## src/rtl/busclr_pkg.sv

```systemverilog
`timescale 1ns/1ps
package busclr_pkg;

  // Minimum bus times in ns, standard and fast profile.
  localparam int unsigned NS_LOW_STD   = 1300;
  localparam int unsigned NS_LOW_FAST  = 400;
  localparam int unsigned NS_HIGH_STD  = 600;
  localparam int unsigned NS_HIGH_FAST = 400;
  localparam int unsigned NS_STA_STD   = 600;
  localparam int unsigned NS_STA_FAST  = 250;
  localparam int unsigned NS_STO_STD   = 600;
  localparam int unsigned NS_STO_FAST  = 250;
  localparam int unsigned NS_FREE_STD  = 1300;
  localparam int unsigned NS_FREE_FAST = 500;
  localparam int unsigned NUM_PHASES   = 10;

  typedef enum logic [3:0] {
    PH_IDLE, PH_SU1, PH_HD1, PH_LOWA, PH_LOW,
    PH_HIGH, PH_LOWE, PH_SU2, PH_HD2, PH_BUF
  } phase_t;

  function automatic int unsigned ns_to_cyc(int unsigned ns, int unsigned clk_ns);
    int unsigned c;
    c = (ns + clk_ns - 1) / clk_ns;
    return (c == 0) ? 1 : c;
  endfunction

  function automatic int unsigned umax(int unsigned a, int unsigned b);
    return (a > b) ? a : b;
  endfunction

  function automatic int unsigned phase_ns(phase_t ph, logic fast);
    case (ph)
      PH_SU1, PH_SU2:  return fast ? NS_STA_FAST : NS_STA_STD;
      PH_HD1:          return fast ? NS_STA_FAST : NS_STA_STD;
      PH_HD2:          return fast ? umax(NS_STA_FAST, NS_STO_FAST)
                                   : umax(NS_STA_STD, NS_STO_STD);
      PH_LOW, PH_LOWE: return fast ? NS_LOW_FAST : NS_LOW_STD;
      PH_HIGH:         return fast ? NS_HIGH_FAST : NS_HIGH_STD;
      PH_BUF:          return fast ? NS_FREE_FAST : NS_FREE_STD;
      default:         return 0;
    endcase
  endfunction

  function automatic int unsigned phase_cycles(phase_t ph, logic fast, int unsigned clk_ns);
    return ns_to_cyc(phase_ns(ph, fast), clk_ns);
  endfunction

  function automatic int unsigned max_cycles(int unsigned clk_ns);
    int unsigned m;
    m = 1;
    for (int p = 0; p < int'(NUM_PHASES); p++) begin
      m = umax(m, phase_cycles(phase_t'(p), 1'b0, clk_ns));
      m = umax(m, phase_cycles(phase_t'(p), 1'b1, clk_ns));
    end
    return m;
  endfunction

endpackage

```

## src/rtl/busclr_timer.sv

```systemverilog
`timescale 1ns/1ps
module busclr_timer #(
  parameter int unsigned CW = 8
) (
  input  logic          clk,
  input  logic          rst_n,
  input  logic          clr,
  input  logic          run,
  input  logic [CW-1:0] len,
  output logic          last
);
  logic [CW-1:0] cnt_q;

  always_ff @(posedge clk or negedge rst_n) begin
    if (!rst_n)   cnt_q <= '0;
    else if (clr) cnt_q <= '0;
    else if (run) cnt_q <= cnt_q + CW'(1);
  end

  assign last = (cnt_q == len - CW'(1));
endmodule

```

## src/rtl/busclr_trace.sv

```systemverilog
`timescale 1ns/1ps
module busclr_trace #(
  parameter int unsigned N  = 9,
  parameter int unsigned IW = 4
) (
  input  logic          clk,
  input  logic          rst_n,
  input  logic          clr,
  input  logic          sample,
  input  logic [IW-1:0] idx,
  input  logic          din,
  output logic [N-1:0]  trace
);
  for (genvar i = 0; i < int'(N); i++) begin : g_bit
    always_ff @(posedge clk or negedge rst_n) begin
      if (!rst_n)                              trace[i] <= 1'b0;
      else if (clr)                            trace[i] <= 1'b0;
      else if (sample && idx == IW'(i))        trace[i] <= din;
    end
  end
endmodule

```

## src/rtl/busclr_seq.sv

```systemverilog
`timescale 1ns/1ps
module busclr_seq #(
  parameter int unsigned CLK_NS     = 10,
  parameter int unsigned DUMMY_CLKS = 9
) (
  input  logic                  clk,
  input  logic                  rst_n,
  input  logic                  go,
  input  logic                  fast_sel,
  input  logic                  sda_in,
  output logic                  scl_pull,
  output logic                  sda_pull,
  output logic                  busy,
  output logic                  done,
  output logic [DUMMY_CLKS-1:0] sda_trace
);
  import busclr_pkg::*;

  localparam int unsigned MAXC = max_cycles(CLK_NS);
  localparam int unsigned CW   = $clog2(MAXC + 1);
  localparam int unsigned IW   = (DUMMY_CLKS > 1) ? $clog2(DUMMY_CLKS) : 1;

  phase_t        ph_q, ph_d;
  logic          fast_q;
  logic [IW-1:0] idx_q;
  logic          done_q;
  logic [CW-1:0] cur_len;

  // Named internal events (also observed by the bound checker)
  logic accept, ph_last, ph_adv, ev_sample, in_dummy, last_pulse;

  assign busy       = (ph_q != PH_IDLE);
  assign accept     = go && !busy;
  assign ph_adv     = busy && ph_last;
  assign ev_sample  = (ph_q == PH_HIGH) && ph_last;
  assign in_dummy   = (ph_q == PH_LOW) || (ph_q == PH_HIGH);
  assign last_pulse = (idx_q == IW'(DUMMY_CLKS - 1));
  assign cur_len    = CW'(phase_cycles(ph_q, fast_q, CLK_NS));

  busclr_timer #(.CW(CW)) u_tmr (
    .clk  (clk),
    .rst_n(rst_n),
    .clr  (accept | ph_adv),
    .run  (busy),
    .len  (cur_len),
    .last (ph_last)
  );

  always_comb begin
    ph_d = ph_q;
    if (accept) ph_d = PH_SU1;
    else if (ph_adv) begin
      case (ph_q)
        PH_SU1:  ph_d = PH_HD1;
        PH_HD1:  ph_d = PH_LOWA;
        PH_LOWA: ph_d = PH_LOW;
        PH_LOW:  ph_d = PH_HIGH;
        PH_HIGH: ph_d = last_pulse ? PH_LOWE : PH_LOW;
        PH_LOWE: ph_d = PH_SU2;
        PH_SU2:  ph_d = PH_HD2;
        PH_HD2:  ph_d = PH_BUF;
        default: ph_d = PH_IDLE;
      endcase
    end
  end

  always_ff @(posedge clk or negedge rst_n) begin
    if (!rst_n) begin
      ph_q   <= PH_IDLE;
      fast_q <= 1'b0;
      idx_q  <= '0;
      done_q <= 1'b0;
    end else begin
      ph_q <= ph_d;
      if (accept) begin
        fast_q <= fast_sel;
        idx_q  <= '0;
        done_q <= 1'b0;
      end else begin
        if (ev_sample && !last_pulse) idx_q <= idx_q + IW'(1);
        if (ph_adv && ph_q == PH_BUF) done_q <= 1'b1;
      end
    end
  end

  busclr_trace #(.N(DUMMY_CLKS), .IW(IW)) u_trace (
    .clk   (clk),
    .rst_n (rst_n),
    .clr   (accept),
    .sample(ev_sample),
    .idx   (idx_q),
    .din   (sda_in),
    .trace (sda_trace)
  );

  assign scl_pull = (ph_q == PH_LOWA) || (ph_q == PH_LOW) || (ph_q == PH_LOWE);
  assign sda_pull = (ph_q == PH_HD1) || (ph_q == PH_LOWA) || (ph_q == PH_HD2);
  assign done     = done_q;
endmodule

```

## config.mk

```make
export PLATFORM = sky130hd
export DESIGN_NAME = busclr_seq
export DESIGN_NICKNAME = d
export VERILOG_FILES = /design/src/rtl/busclr_pkg.sv /design/src/rtl/busclr_timer.sv /design/src/rtl/busclr_trace.sv /design/src/rtl/busclr_seq.sv
export SDC_FILE = /design/constraint.sdc
export NUM_CORES = 1
export LEC_CHECK = 0
export ABC_AREA = 0
export ABC_CLOCK_PERIOD_IN_PS = 7050
export CORE_MARGIN = 2
export CORE_UTILIZATION = 45
export CTS_CLUSTER_SIZE = 24
export DETAILED_ROUTE_END_ITERATION = 6
export PLACE_DENSITY_LB_ADDON = 0.1
export REMOVE_ABC_BUFFERS = 1
export SLEW_MARGIN = 0
export SYNTH_ARGS = -nofsm -noshare
export SYNTH_HDL_FRONTEND = slang
export SYNTH_SLANG_ARGS = --single-unit
```

## constraint.sdc

```tcl
create_clock -name clk -period 7.05 [get_ports clk]
set_input_delay 1.41 -clock clk [delete_from_list [all_inputs] [get_ports clk]]
set_output_delay 1.41 -clock clk [all_outputs]
set_load 0.005 [all_outputs]
```

==> reports/metrics.yaml, run 1 <==
status: "finished clean"
grt_pass1_vias: 2571
antenna_found_initial: 0
cts-root-buf: "clkbuf_8"
fillers: 597
p_leak_nw: 1.30
synth_edf_count: 0
grt_usage_pct: 24.3
die_area_um2: 6810
cts_tree: "done"
rsz0062_at_grt: "no"
drt_wl_total_mm: 7.81
endpoint_kind: "flop"
fin_skew_ps: 5.71
h-tree-depth: 1
fin_area_um2: 3020
startpoint_type: "flop"
firstDrtPassIters: 5
hold_path.class: "reg -> reg"
nets: 367
grt_start_max_net_pins: 31
clock_sinks: 27
routed-via-count: 2779
ant_nets: 0
route.detailed.drc: 0
drive_gt1_share_pct: 7.34
cts_buffers: 3
irDropWorstVdd_uv: 114
path_class: "reg -> reg"
ctsHoldBuffers: 0
numPortBuffers: 17
post_drt_wl_per_cell_um: 18.2
finalHoldViolCount: 0
grt_overflow: 0
vias_per_cell: 6.48
die_x_um: 82.5
dp_cells: 425
yosys_warnings: 0
maxSlewViolCount: 0
r2r_slack_ps: 740
clk_path_buf_depth: 2
ys_async_sr_fraction_pct: 100
seqCellArea_um2: 676
arrival_ps: 6480
max_cap_violations: 0
gp_congestion: 0.914
multiInputGateArea_um2: 1930
slew_headroom_pct: 37.9
start_util_pct: 46.6
yosys-top-cells-area: "dfrtp_1 24%, nand2_1 5.1%, mux2i_1 4.7%, and3_1 4.1%, o211ai_1 4.1%"
clk_pin_slew_ps: 90
finalNonFillerCells: 429
ys_ff_latch: 27
hold_ws_ps: 528
first_iter_violations: 252
n_antenna_cell: 0
worst_pin_slew_ps: 930
yosysTopAreaCell: "dfrtp_1"
finalSetupViolations: 0
grt_pass1_wl_mm: 12.8
required_ps: 7220
yosys.area.top_type_share_pct: 24.3
netlist_area_um2: 2780
mostFrequentLayoutCells: "38 x nand2_1, 27 x dfrtp_1, 18 x o21ai_0, 18 x a21oi_1, 18 x and3_1"
finalCritPeriodShare_pct: 89.5
core_um2: 5960
seq_area_frac_synth_pct: 24.3
die_h_um: 82.5
tns_ps: 0
synth_area_per_cell_um2: 7.86
min_period_ps: 6310
clk_latency_ps: 270
dpl_cell_area_um2: 2970
synth_ff_type: "dfrtp_1"
syn2layout_area_growth_pct: 8.79
cp_max_fo: 18
power_density_nw_per_um2: 86.5
row_count: 28
max_freq_ghz: 0.158
hpwl_mm: 5.53
synth_cells: 353
ys_types: 71
mostFrequentLayoutCell: "nand2_1"
pin_count: 18
==> registers in the layout, summed over array words and instances, names as in the netlist <==
| signal | flops |
|---|---|
| done | 1 |
| fast_q | 1 |
| idx_q | 4 |
| ph_q | 4 |
| u_tmr.cnt_q | 8 |
| u_trace.trace | 9 |
==> metal layers <==
metal  track usage, %  wire length (um)  vias to the layer above
met5                0                 0                        -
li1                 -                 -                     1342
met3             1.85               283                       10
met1             33.5              3580                     1344
met4             7.70               131                        0
met2             40.4              3810                       83
==> final timing paths <==
kind / start / endpoint / depth (start not counted)
max in group asynchronous: rst_n / u_tmr.cnt_q[6]$_DFFE_PN0P_ / 2
min reg2reg: u_trace.trace[8]$_DFFE_PN0P_ / u_trace.trace[8]$_DFFE_PN0P_ / 2
max: ph_q[3]$_DFFE_PN0P_ / u_tmr.cnt_q[1]$_DFFE_PN0P_ / 19
min in group asynchronous: rst_n / u_trace.trace[5]$_DFFE_PN0P_ / 2
min: u_trace.trace[8]$_DFFE_PN0P_ / u_trace.trace[8]$_DFFE_PN0P_ / 2
max reg2reg: ph_q[3]$_DFFE_PN0P_ / u_tmr.cnt_q[1]$_DFFE_PN0P_ / 19
==> metrics by stage <==
stage	utilization, %	setup slack (ps)	total power [mW]
6_report	50.7	740	0.261
3_5_place_dp	49.9	624	0.177
3_3_place_gp	49.9	744	0.177
2_1_floorplan	-	1280	0.165
5_1_grt	50.7	299	0.273
4_1_cts	50.7	546	0.267
==> synthesized netlist by cell type (all sizes together) (2+ instances only) <==
cell     number
nand2        38
nor3b         6
dfrtp        27
inv          12
a211oi        4
a32o          2
o211a         2
nand3b        2
nor3         10
xnor2         7
ha            7
nor4          4
a2bb2oi       2
a31oi         4
a22o          2
nand4b        2
xor2          3
o2111ai       4
and3         18
buf          15
nor2         16
and2          3
or3           6
o21ai        20
a221oi        4
o211ai       15
and3b         2
and4          2
clkbuf       12
a21boi        2
nand4         6
a32oi         2
o21bai        3
a211o         2
o21a          3
nor2b         7
a21oi        19
nand3        14
nand2b        4
o221ai        3
mux2i        14
o31ai         5
==> report_power, final <==
part	switching, mW	leakage (nW)	internal [mW]
logic	0.00665	0.945	0.00803
registers	0.00135	0.326	0.157
clock network	0.0481	0.0255	0.0396
total	0.0561	1.30	0.205
==> timing repair <==
item / in CTS / in global routing
gates resized for setup: 0 / 1
setup endpoints to repair: 0 / 3
setup buffers: 0 / 0
hold endpoints to repair: 0 / 0
==> final cells by class <==
cell class / instances / share of cell area (%)
clock buffer: 3 / 1.37
clock inverter: 1 / 0.166
inverter: 13 / 1.62
multi-input combinational: 286 / 64.0
sequential: 27 / 22.4
tap: 75 / 3.11
timing repair buffer: 24 / 7.38
==> cells by family after synthesis <==
| group | Yosys count | share of synthesized area [%] |
|---|---|---|
| compound gates | 109 | 28.9 |
| xor+xnor | 10 | 3.16 |
| buf+inv | 40 | 6.13 |
| mux | 15 | 5.59 |
| fa+ha+maj | 7 | 3.16 |
| flops | 27 | 24.3 |
| simple gates | 145 | 28.7 |
==> worst max-delay path: stages (launching register included) <==
cell and delay, ps:
dfrtp_1 690, nand2b_1 420, o31ai_1 200, nor2_1 300
ha_1 660, inv_1 310, a2111oi_2 310, a221oi_2 120
or3_4 440, a21oi_4 200, o32a_2 220, mux2i_2 390
nand2_1 100, ha_1 330, xnor2_1 130, nor3_1 170
nand3_1 140, nor2_2 480, o21ai_0 280, a31o_2 310
Power figures use the tool's default switching activity.
==> run 2: changes to the inputs <==
- CORE_UTILIZATION: 45 -> 44
- TNS_END_PERCENT: unset -> 50
==> run 2 against run 1 <==
  * Combinational power barely moved
  * Clock skew rose by 5.1 ps
  * Cell area rose by 0.12%
  * Sequential power barely moved
  * Sequential cell count did not move
  * Worst hold slack improved by 8.6 ps
==> reports/metrics.yaml, run 2 (synthesized netlist as in run 1, its figures left out) <==
status: "finished clean"  # unchanged
core_um2: 5990  # was 5960 um^2
cp_max_fo: 20  # was 18
pin_count: 18  # unchanged
p_sw_mw: 0.0601  # was 0.0561 mW
hpwl_mm: 5.39  # was 5.53 mm
die_h_um: 83.4  # was 82.5 um
fin_skew_ps: 10.8  # was 5.71 ps
startpoint_type: "flop"  # unchanged
die_x_um: 83.4  # was 82.5 um
h-tree-depth: 1  # unchanged
vias_per_cell: 6.37  # was 6.48
grt_start_max_net_pins: 28  # was 31
row_count: 28  # unchanged
worst_pin_slew_ps: 895  # was 930 ps
final_util_pct: 50.5  # was 50.7%
syn2layout_area_growth_pct: 8.93  # was 8.79%
timing.rr.end: "u_tmr.cnt_q[1]$_DFFE_PN0P_"  # unchanged
ctsHoldBuffers: 0  # unchanged
start_util_pct: 46.3  # was 46.6%
min_period_ps: 6250  # was 6310 ps
finalHoldViolCount: 0  # unchanged
cp_slowest_stage_delay_ps: 700  # was 690 ps
max_freq_ghz: 0.160  # was 0.158 GHz
p_int_mw: 0.206  # was 0.205 mW
arrival_ps: 6440  # was 6480 ps
slew_headroom_pct: 40.1  # was 37.9%
drive_gt1_share_pct: 7.04  # was 7.34%
antenna_found_initial: 0  # unchanged
die_area_um2: 6960  # was 6810 um^2
cp_slowest_cell: "nor2_1"  # was dfrtp_1
postCtsSetupBuffers: 0  # unchanged
mostFrequentLayoutCell: "nand2_1"  # unchanged
n_antenna_cell: 0  # unchanged
comb_power_share_pct: 5.5  # was 5.6%
grt_pass1_wl_mm: 12.6  # was 12.8 mm
drt_wl_total_mm: 7.52  # was 7.81 mm
hold_path.class: "reg -> reg"  # unchanged
gp_congestion: 0.913  # was 0.914
regMostFlops: "u_trace.trace"  # unchanged
finalSetupViolations: 0  # unchanged
p_leak_nw: 1.30  # about the same
fillers: 577  # was 597
switching_share_pct: 22.6  # was 21.5%
numPortBuffers: 17  # unchanged
power_density_nw_per_um2: 88.0  # was 86.5 nW/um^2
cp-endpoint: "u_tmr.cnt_q[1]$_DFFE_PN0P_"  # unchanged
firstDrtPassIters: 4  # was 5
ant_nets: 0  # unchanged
clk_pin_slew_ps: 100  # was 90 ps
max_cap_violations: 0  # unchanged
finalCritPeriodShare_pct: 88.7  # was 89.5%
mostFrequentLayoutCells: "38 x nand2_1, 27 x dfrtp_1, 18 x o21ai_0, 18 x a21oi_1, 18 x and3_1"  # unchanged
post_drt_wl_per_cell_um: 17.5  # was 18.2 um
top_regs: "u_trace.trace: 9 flops, u_tmr.cnt_q: 8 flops"  # unchanged
clock_sinks: 27  # unchanged
cts-root-buf: "clkbuf_8"  # unchanged
required_ps: 7230  # was 7220 ps
cp_cell_sequence: "nand2b_1 > o31ai_1 > nor2_1 > ha_1 > buf_4 > a21oi_1 > a2bb2oi_1 > o2111ai_1 > a21oi_1 > nor2_1 > o32a_2 > mux2i_2 > nand2_1 > ha_1 > xnor2_1 > nor3_1 > nand3_1 > nor2_1 > o21ai_0 > a31o_2"  # was nand2b_1 > o31ai_1 > nor2_1 > ha_1 > inv_1 > a2111oi_2 > a221oi_2 > or3_4 > a21oi_4 > o32a_2 > mux2i_2 > nand2_1 > ha_1 > xnor2_1 > nor3_1 > nand3_1 > nor2_2 > o21ai_0 > a31o_2
nets: 368  # was 367
cts_resized: 0  # unchanged
path_class: "reg -> reg"  # unchanged
cpMostUsedCell: "nor2_1"  # was ha_1
grt_pass1_vias: 2533  # was 2571
ff2ff_path_depth: 20  # was 19
power.share.clock_pct: 34.8  # was 33.6%
first_iter_violations: 198  # was 252
clk_path_buf_depth: 2  # unchanged
largest_reg_flops: 9  # unchanged
cts_buffers: 3  # unchanged
startpoint: "ph_q[3]$_DFFE_PN0P_"  # unchanged
dpl_cell_area_um2: 2980  # was 2970 um^2
r2r-start: "ph_q[3]$_DFFE_PN0P_"  # unchanged
irDropWorstVdd_uv: 94.1  # was 114 uV
clk_latency_ps: 280  # was 270 ps
cts_tree: "done"  # unchanged
r2r_slack_ps: 800  # was 740 ps
maxSlewViolCount: 0  # unchanged
grt_overflow: 0  # unchanged
route.detailed.drc: 0  # unchanged
grt_usage_pct: 21.6  # was 24.3%
fin_area_um2: 3020  # about the same
p_seq_share_pct: 59.7  # was 60.8%
hold_ws_ps: 537  # was 528 ps
routed-via-count: 2739  # was 2779
tns_ps: 0  # unchanged
rsz0062_at_grt: "no"  # unchanged
endpoint_kind: "flop"  # unchanged
==> run 2: critical path, delay by kind of cell (launching register included) <==
kind            cells  cell delay, ps
buf+inv             1             210
flops               1             620
mux                 1             350
compound gates      8            2360
xor+xnor            1             130
simple gates        7            1830
fa+ha+maj           2             640
==> run 2: layout make-up <==
| class | count | area [um^2] | area share [%] |
|---|---|---|---|
| flip-flops and latches | 27 | 676 | 22.4 |
| well taps | 75 | 93.8 | 3.10 |
| repair buffers | 25 | 230 | 7.62 |
| multi-input cells | 286 | 1930 | 63.8 |
| inverters | 13 | 48.8 | 1.61 |
| clock buffers | 4 | 45.0 | 1.49 |
==> run 2: worst min path at each step <==
| stage | from | endpoint | slack [ps] | depth (start not counted) |
|---|---|---|---|---|
| 2_1_floorplan | done$_DFFE_PN0P_ | done$_DFFE_PN0P_ | 470 | 2 |
| 3_3_place_gp | done$_DFFE_PN0P_ | done$_DFFE_PN0P_ | 500 | 2 |
| 3_5_place_dp | done$_DFFE_PN0P_ | done$_DFFE_PN0P_ | 480 | 2 |
| 4_1_cts | done$_DFFE_PN0P_ | done$_DFFE_PN0P_ | 520 | 2 |
| 5_1_grt | done$_DFFE_PN0P_ | done$_DFFE_PN0P_ | 540 | 2 |
| 6_report | u_trace.trace[8]$_DFFE_PN0P_ | u_trace.trace[8]$_DFFE_PN0P_ | 540 | 2 |
==> run 2: per-layer routing <==
| metal | up-vias | share of wire [%] | track usage (%) |
|---|---|---|---|
| met2 | 71 | 45 | 34.5 |
| met3 | 18 | 3.4 | 1.49 |
| met5 | - | 0 | 0 |
| met1 | 1303 | 48 | 30.4 |
| li1 | 1347 | - | - |
| met4 | 0 | 2.8 | 8.36 |
==> run 2: power groups by stage <==
stage	Clock (mW)	Sequential [mW]	Combinational, mW
global route	0.102	0.159	0.0164
detailed placement	0	0.162	0.0150
floorplan	0	0.162	0.00284
CTS	0.0934	0.159	0.0152
finish	0.0927	0.159	0.0147
global placement	0	0.162	0.0150
==> run 2: through the flow <==
step                instances  power, mW  setup slack [ps]
floorplan                 326      0.165              1280
global placement          426      0.177               977
detailed placement        426      0.177               927
CTS                       430      0.267               895
global route              430      0.277              94.6
finish                    430      0.266               796
